==> config.mk <==
export PLATFORM = sky130hd
export DESIGN_NAME = intop_decoder
export DESIGN_NICKNAME = d
export VERILOG_FILES = /design/src/rtl/idec_pkg.sv /design/src/rtl/idec_swap.sv /design/src/rtl/idec_class.sv /design/src/rtl/idec_route.sv /design/src/rtl/intop_decoder.sv
export SDC_FILE = /design/constraint.sdc
export NUM_CORES = 1
export LEC_CHECK = 0
export BUFFER_PORTS_ARGS = -buffer_cell sky130_fd_sc_hd__buf_2
export CORE_MARGIN = 1
export CORE_UTILIZATION = 49
export CTS_BUF_LIST = sky130_fd_sc_hd__clkbuf_16
export DETAILED_ROUTE_END_ITERATION = 12
export PLACE_DENSITY_LB_ADDON = 0.08
export SETUP_SLACK_MARGIN = 0.3
export SYNTH_ARGS = -nofsm -noshare
export SYNTH_HDL_FRONTEND = slang
export SYNTH_SLANG_ARGS = --single-unit
==> constraint.sdc <==
create_clock -name clk -period 2.8 [get_ports clk]
set_input_delay 0.14 -clock clk [delete_from_list [all_inputs] [get_ports clk]]
set_output_delay 0.14 -clock clk [all_outputs]
set_load 0.005 [all_outputs]
==> src/rtl/idec_pkg.sv <==
package idec_pkg;
  localparam int XLEN = 32;
  localparam int RIDX = 5;
  localparam int POW  = 6;
  localparam int XOW  = 10;
  localparam int LENW = 3;
  localparam int CRFW = 3;

  typedef enum logic [2:0] {
    OP_ILL   = 3'd0,
    OP_ADD   = 3'd1,
    OP_AND   = 3'd2,
    OP_OR    = 3'd3,
    OP_LOAD  = 3'd4,
    OP_STORE = 3'd5,
    OP_CMP   = 3'd6
  } iop_e;

  typedef enum logic [1:0] {
    IMM_NONE = 2'd0,
    IMM_SEXT = 2'd1,
    IMM_ZEXT = 2'd2,
    IMM_HIGH = 2'd3
  } imm_kind_e;

  // primary opcodes
  localparam logic [POW-1:0] PO_ADD_IMM    = 6'd14;
  localparam logic [POW-1:0] PO_ADD_IMM_HI = 6'd15;
  localparam logic [POW-1:0] PO_OR_IMM     = 6'd24;
  localparam logic [POW-1:0] PO_AND_IMM_RC = 6'd28;
  localparam logic [POW-1:0] PO_EXT        = 6'd31;
  localparam logic [POW-1:0] PO_LD_W       = 6'd32;
  localparam logic [POW-1:0] PO_LD_WU      = 6'd33;
  localparam logic [POW-1:0] PO_LD_B       = 6'd34;
  localparam logic [POW-1:0] PO_ST_W       = 6'd36;
  localparam logic [POW-1:0] PO_ST_WU      = 6'd37;
  localparam logic [POW-1:0] PO_ST_B       = 6'd38;
  localparam logic [POW-1:0] PO_LD_H       = 6'd40;
  localparam logic [POW-1:0] PO_ST_H       = 6'd44;
  // extended opcodes under PO_EXT
  localparam logic [XOW-1:0] XO_CMP   = 10'd0;
  localparam logic [XOW-1:0] XO_LD_WX = 10'd23;
  localparam logic [XOW-1:0] XO_AND   = 10'd28;
  localparam logic [XOW-1:0] XO_ST_WX = 10'd151;
  localparam logic [XOW-1:0] XO_ADD   = 10'd266;
  localparam logic [XOW-1:0] XO_OR    = 10'd444;

  typedef struct packed {
    iop_e            op;
    logic            use_ra;
    logic            use_rb;
    logic            src_rs;
    logic            wr_rt;
    logic            wr_ra;
    imm_kind_e       imm;
    logic            rc_from_bit;
    logic            rc_force;
    logic [LENW-1:0] len;
    logic            upd;
    logic            crf;
  } ctl_t;

  typedef struct packed {
    iop_e            op;
    logic            rd1_en;
    logic [RIDX-1:0] rd1;
    logic            rd2_en;
    logic [RIDX-1:0] rd2;
    logic            rd3_en;
    logic [RIDX-1:0] rd3;
    logic            wr_en;
    logic [RIDX-1:0] wr;
    logic            imm_en;
    logic [XLEN-1:0] imm;
    logic            rc;
    logic [LENW-1:0] len;
    logic            upd;
    logic [CRFW-1:0] crf;
  } dec_t;
endpackage

==> src/rtl/idec_swap.sv <==
module idec_swap #(
  parameter int IW = 32
) (
  input  logic          swap,
  input  logic [IW-1:0] raw,
  output logic [IW-1:0] word
);
  localparam int NB = IW / 8;
  logic [IW-1:0] rev;

  for (genvar g = 0; g < NB; g++) begin : g_byte
    assign rev[g*8 +: 8] = raw[(NB-1-g)*8 +: 8];
  end

  assign word = swap ? rev : raw;
endmodule

==> src/rtl/idec_class.sv <==
module idec_class
  import idec_pkg::*;
(
  input  logic [POW-1:0] pri,
  input  logic [XOW-1:0] xo,
  output ctl_t           ctl
);
  always_comb begin
    ctl = '0;
    unique case (pri)
      PO_ADD_IMM, PO_ADD_IMM_HI: begin
        ctl.op     = OP_ADD;
        ctl.use_ra = 1'b1;
        ctl.wr_rt  = 1'b1;
        ctl.imm    = (pri == PO_ADD_IMM_HI) ? IMM_HIGH : IMM_SEXT;
      end
      PO_OR_IMM, PO_AND_IMM_RC: begin
        ctl.op       = (pri == PO_OR_IMM) ? OP_OR : OP_AND;
        ctl.src_rs   = 1'b1;
        ctl.wr_ra    = 1'b1;
        ctl.imm      = IMM_ZEXT;
        ctl.rc_force = (pri == PO_AND_IMM_RC);
      end
      PO_LD_W, PO_LD_WU, PO_LD_B, PO_LD_H: begin
        ctl.op     = OP_LOAD;
        ctl.use_ra = 1'b1;
        ctl.wr_rt  = 1'b1;
        ctl.imm    = IMM_SEXT;
        ctl.len    = (pri == PO_LD_B) ? 3'd1 : (pri == PO_LD_H) ? 3'd2 : 3'd4;
        ctl.upd    = (pri == PO_LD_WU);
      end
      PO_ST_W, PO_ST_WU, PO_ST_B, PO_ST_H: begin
        ctl.op     = OP_STORE;
        ctl.use_ra = 1'b1;
        ctl.src_rs = 1'b1;
        ctl.imm    = IMM_SEXT;
        ctl.len    = (pri == PO_ST_B) ? 3'd1 : (pri == PO_ST_H) ? 3'd2 : 3'd4;
        ctl.upd    = (pri == PO_ST_WU);
      end
      PO_EXT: begin
        unique case (xo)
          XO_CMP: begin
            ctl.op     = OP_CMP;
            ctl.use_ra = 1'b1;
            ctl.use_rb = 1'b1;
            ctl.crf    = 1'b1;
          end
          XO_LD_WX: begin
            ctl.op     = OP_LOAD;
            ctl.use_ra = 1'b1;
            ctl.use_rb = 1'b1;
            ctl.wr_rt  = 1'b1;
            ctl.len    = 3'd4;
          end
          XO_ST_WX: begin
            ctl.op     = OP_STORE;
            ctl.use_ra = 1'b1;
            ctl.use_rb = 1'b1;
            ctl.src_rs = 1'b1;
            ctl.len    = 3'd4;
          end
          XO_ADD: begin
            ctl.op          = OP_ADD;
            ctl.use_ra      = 1'b1;
            ctl.use_rb      = 1'b1;
            ctl.wr_rt       = 1'b1;
            ctl.rc_from_bit = 1'b1;
          end
          XO_AND, XO_OR: begin
            ctl.op          = (xo == XO_AND) ? OP_AND : OP_OR;
            ctl.use_rb      = 1'b1;
            ctl.src_rs      = 1'b1;
            ctl.wr_ra       = 1'b1;
            ctl.rc_from_bit = 1'b1;
          end
          default: ctl = '0;
        endcase
      end
      default: ctl = '0;
    endcase
  end
endmodule

==> src/rtl/idec_route.sv <==
module idec_route
  import idec_pkg::*;
#(
  parameter int IW = XLEN,
  parameter int RW = RIDX
) (
  input  ctl_t             ctl,
  input  logic [RW-1:0]    f_rt,
  input  logic [RW-1:0]    f_ra,
  input  logic [RW-1:0]    f_rb,
  input  logic [IW/2-1:0]  f_imm,
  input  logic             f_rc,
  output dec_t             dec
);
  localparam int HW = IW / 2;

  always_comb begin
    dec    = '0;
    dec.op = ctl.op;
    if (ctl.use_ra) begin
      dec.rd1_en = 1'b1;
      dec.rd1    = f_ra;
    end
    if (ctl.use_rb) begin
      dec.rd2_en = 1'b1;
      dec.rd2    = f_rb;
    end
    if (ctl.src_rs) begin
      dec.rd3_en = 1'b1;
      dec.rd3    = f_rt;
    end
    if (ctl.wr_rt) begin
      dec.wr_en = 1'b1;
      dec.wr    = f_rt;
    end else if (ctl.wr_ra) begin
      dec.wr_en = 1'b1;
      dec.wr    = f_ra;
    end
    unique case (ctl.imm)
      IMM_SEXT: begin dec.imm_en = 1'b1; dec.imm = {{(IW-HW){f_imm[HW-1]}}, f_imm}; end
      IMM_ZEXT: begin dec.imm_en = 1'b1; dec.imm = {{(IW-HW){1'b0}}, f_imm}; end
      IMM_HIGH: begin dec.imm_en = 1'b1; dec.imm = {f_imm, {(IW-HW){1'b0}}}; end
      default:  begin dec.imm_en = 1'b0; dec.imm = '0; end
    endcase
    dec.rc  = ctl.rc_force | (ctl.rc_from_bit & f_rc);
    dec.len = ctl.len;
    dec.upd = ctl.upd;
    if (ctl.crf) dec.crf = f_rt[RW-1 -: CRFW];
  end
endmodule

==> src/rtl/intop_decoder.sv <==
module intop_decoder
  import idec_pkg::*;
#(
  parameter int IW = XLEN,
  parameter int RW = RIDX
) (
  input  logic            clk,
  input  logic            rst,
  input  logic [IW-1:0]   insn_i,
  input  logic            swap_i,
  output logic [2:0]      op_o,
  output logic            rd1_en_o,
  output logic [RW-1:0]   rd1_o,
  output logic            rd2_en_o,
  output logic [RW-1:0]   rd2_o,
  output logic            rd3_en_o,
  output logic [RW-1:0]   rd3_o,
  output logic            wr_en_o,
  output logic [RW-1:0]   wr_o,
  output logic            imm_en_o,
  output logic [IW-1:0]   imm_o,
  output logic            rc_o,
  output logic [LENW-1:0] len_o,
  output logic            upd_o,
  output logic [CRFW-1:0] crf_o
);
  localparam int PO_LSB = IW - POW;       // bits 0..5
  localparam int RT_LSB = PO_LSB - RW;    // bits 6..10
  localparam int RA_LSB = RT_LSB - RW;    // bits 11..15
  localparam int RB_LSB = RA_LSB - RW;    // bits 16..20
  localparam int HW     = IW / 2;

  logic [IW-1:0] word;
  ctl_t          ctl;
  dec_t          dec_d, dec_q;

  idec_swap #(.IW(IW)) u_swap (
    .swap (swap_i),
    .raw  (insn_i),
    .word (word)
  );

  idec_class u_class (
    .pri (word[PO_LSB +: POW]),
    .xo  (word[1 +: XOW]),
    .ctl (ctl)
  );

  idec_route #(.IW(IW), .RW(RW)) u_route (
    .ctl   (ctl),
    .f_rt  (word[RT_LSB +: RW]),
    .f_ra  (word[RA_LSB +: RW]),
    .f_rb  (word[RB_LSB +: RW]),
    .f_imm (word[HW-1:0]),
    .f_rc  (word[0]),
    .dec   (dec_d)
  );

  always_ff @(posedge clk) begin
    if (rst) dec_q <= '0;
    else     dec_q <= dec_d;
  end

  assign op_o     = dec_q.op;
  assign rd1_en_o = dec_q.rd1_en;
  assign rd1_o    = dec_q.rd1;
  assign rd2_en_o = dec_q.rd2_en;
  assign rd2_o    = dec_q.rd2;
  assign rd3_en_o = dec_q.rd3_en;
  assign rd3_o    = dec_q.rd3;
  assign wr_en_o  = dec_q.wr_en;
  assign wr_o     = dec_q.wr;
  assign imm_en_o = dec_q.imm_en;
  assign imm_o    = dec_q.imm;
  assign rc_o     = dec_q.rc;
  assign len_o    = dec_q.len;
  assign upd_o    = dec_q.upd;
  assign crf_o    = dec_q.crf;

  AST_ILL_QUIET: assert property (@(posedge clk) disable iff (rst)
    (op_o == OP_ILL) |-> !(rd1_en_o || rd2_en_o || rd3_en_o || wr_en_o || imm_en_o || rc_o || upd_o));
  AST_STORE_NOWR: assert property (@(posedge clk) disable iff (rst)
    (op_o == OP_STORE) |-> (!wr_en_o && rd3_en_o && rd1_en_o));
  AST_LEN_SCOPE: assert property (@(posedge clk) disable iff (rst)
    ((op_o == OP_LOAD) || (op_o == OP_STORE)) == ($countones(len_o) == 1));
  AST_UPD_MEM: assert property (@(posedge clk) disable iff (rst)
    upd_o |-> (((op_o == OP_LOAD) || (op_o == OP_STORE)) && imm_en_o && len_o == 3'd4));
  AST_RC_SCOPE: assert property (@(posedge clk) disable iff (rst)
    rc_o |-> ((op_o == OP_ADD) || (op_o == OP_AND) || (op_o == OP_OR)));
  AST_CMP_NOWR: assert property (@(posedge clk) disable iff (rst)
    (op_o == OP_CMP) |-> (!wr_en_o && rd1_en_o && rd2_en_o && !imm_en_o));
  AST_RESET_CLEAR: assert property (@(posedge clk)
    $past(rst) |-> (op_o == OP_ILL && !wr_en_o && imm_o == '0));
endmodule

==> results.py <==
metrics = {
    "outcome": {
        "outcome": "completed",
    },
    "setup_path": {
        "crit_type": "input port to flop",
        "worstPathArrival_ps": 2200,
        "max_stage_delay_ps": 400,
        "path_buf_inv": 3,
        "crit_slowest_cell": "nand3_1",
        "endpoint_kind": "flop",
        "crit_fanout": 32,
        "critical-path-top-delay-family": "buffers and inverters",
        "required_ps": 2970,
        "cp-start-kind": "input port",
        "cp_common_cell": "buf_4",
        "path_cells": "buf_2 > buf_4 > buf_4 > mux2i_1 > nor3_1 > nand3_1 > o21ai_0",
    },
    "synth": {
        "synth_top_flop_cell": "dfxtp_1",
        "ys_types": 51,
        "syn_nets": 330,
        "syn_area_um2": 2778,
        "syn-instance-count": 295,
        "yosys.area.top_type_share": 0.4901,
        "synth-seq-cells": 68,
        "yosysTopAreaCell": "dfxtp_1",
        "syn_avg_cell_area_um2": 9.416,
        "synth_common_cells": "68 x dfxtp_1, 44 x nor2_1, 29 x mux2i_1",
        "synth_edf_count": 0,
        "ys_async_sr_fraction": 0,
        "ys_seq_area_frac": 0.4901,
        "yosysMostFrequentCell": "dfxtp_1",
        "ys_warn_count": 0,
        "synth.area.top_cells": "dfxtp_1 49%, mux2i_1 10%, nor2_1 5.9%",
    },
    "placement": {
        "dp_hpwl_um": 5425,
        "place.gp.congestion": 0.9515,
        "portBuffers": 102,
        "dp_cells": 462,
    },
    "clock_network": {
        "cts_hold_buf": 0,
        "clockBufferDepth": 2,
        "post-cts-setup-buffers": 0,
        "cts_tree": "yes",
        "cts_made_buffers": 9,
        "root_buffer": "clkbuf_16",
        "h-tree-depth": 3,
        "path_clk_slew_ps": 50,
        "cts.sinks": 68,
        "cts_resized": 0,
    },
    "timing": {
        "finalMaxSlewViolations": 0,
        "setup-tns-final_ps": 0,
        "setup_violations": 0,
        "tightest_slew_ps": 557.9,
        "finalCriticalPeriod_ps": 2025,
        "fin_crit_sh": 0.7233,
        "finalHoldViolCount": 0,
        "relSlewSlack": 0.6272,
        "rsz0062_at_grt": "false",
        "fmax_ghz": 0.4937,
    },
    "layout": {
        "area.growth.synth_to_final_pct": 32.30,
        "finalNetCount": 436,
        "antennaDiodeCount": 0,
        "drive_gt1_frac": 0.3227,
        "stdcell_count": 478,
    },
    "min_path": {
        "hold_path.class": "input port to flop",
    },
    "power_and_ir_drop": {
        "p_leak_nw": 1.794,
        "powerDensity_nw_per_um2": 653.0,
        "ir_drop_uv": 412.8,
        "p_total_w": 0.002400,
    },
    "global_routing": {
        "grt_pass1_vias": 2350,
        "grt_use_met3": 0.06905,
        "track_usage": 0.2611,
        "grt_overflow_total": 0,
        "met1_usage": 0.3489,
        "grt_pass1_wl_um": 11950,
        "antenna_found_initial": 0,
        "use_met2": 0.4062,
        "grt_max_degree": 33,
        "grt.busiest_layer": "met2",
    },
    "routing": {
        "vias_per_cell": 5.506,
        "drtPass1Iterations": 4,
        "vias": 2632,
        "drc": 0,
        "drt_wl_total_um": 7550,
        "post_drt_wl_per_cell_um": 15.79,
        "ant_nets": 0,
        "drtIter0Drc": 157,
    },
    "floorplan": {
        "rows": 27,
        "ios": 103,
        "start_util": 0.5075,
        "die_x_um": 77.29,
        "die_h_um": 77.29,
        "core-area_um2": 5473,
        "die_area_um2": 5974,
    },
    "flow_run": {
        "drv_cap": 0,
    },
}
[path summary, 6_finish.rpt]
| path | start | endpoint | slack (ps) | cells after the start |
|---|---|---|---|---|
| worst max-delay path | swap_i | imm_o[21] | 770 | 7 |
| worst min-delay path | insn_i[22] | rd3_o[1] | 130 | 3 |
[sequential cells by signal, summed over array words and instances, names as in the netlist, 3 cells and up]
name,count
rd3_o,5
rd1_o,5
crf_o,3
op_o,3
imm_o,32
wr_o,5
rd2_o,5
len_o,3
[cell families (layout without fill, tap and decap cells)]
group | count (synthesis) | after routing | synth area share
multiplexers | 32 | 32 | 0.1167
flip-flops | 68 | 68 | 0.4901
AND/OR/NAND/NOR | 113 | 113 | 0.2036
buffers and inverters | 20 | 131 | 0.03334
adder cells (fa/ha/maj) | 1 | 1 | 0.003604
AO/OA/AOI/OAI | 61 | 61 | 0.1527
[layout by cell type (no fill, tap or decap), types with 2 or more instances in the layout]
cell / count
nand4_1: 2
buf_2: 102
nor3_1: 20
nand4b_1: 3
a21oi_1: 9
nand3_1: 7
nor2_1: 44
buf_4: 8
clkbuf_16: 9
dfxtp_1: 68
nand2b_1: 3
mux2i_1: 29
nand3b_1: 5
a32o_1: 2
o31ai_2: 2
mux2_2: 3
bufinv_16: 2
nor3b_1: 3
a211o_1: 2
nand2_1: 15
inv_1: 8
nor4bb_1: 2
o21ai_0: 21
a22o_1: 8
[stage by stage]
step	worst slack (ps)	instance area, µm²	util	hold WS [ps]
2_1_floorplan	756.6	2778	-	303.1
3_3_place_gp	531.2	3364	0.6148	452.0
3_5_place_dp	493.5	3364	0.6148	459.0
4_1_cts	797.4	3675	0.6715	127.2
5_1_grt	593.7	3675	0.6715	169.9
6_report	774.6	3675	0.6715	133.8
[power breakdown]
part,total (W),switching (W),internal (W)
Clock,0.00115,0.000386,0.000768
Combinational,0.000246,0.000149,0.0000973
Sequential,0.000999,0.00000577,0.000993
[cell type report]
class	count	area, µm²
Fill cell	475	1798
Sequential cell	68	1361
Multi-Input combinational cell	207	1324
Timing Repair Buffer	110	570.5
Clock buffer	9	225.2
Tap cell	72	90.09
Clock inverter	7	85.08
Inverter	5	18.77
[per-layer routing]
layer	vias up	part of all wire
li1	1274	-
met1	1243	0.45
met2	107	0.48
met3	8	0.064
met4	0	0.011
met5	-	0
Power figures use the tool's default switching activity.
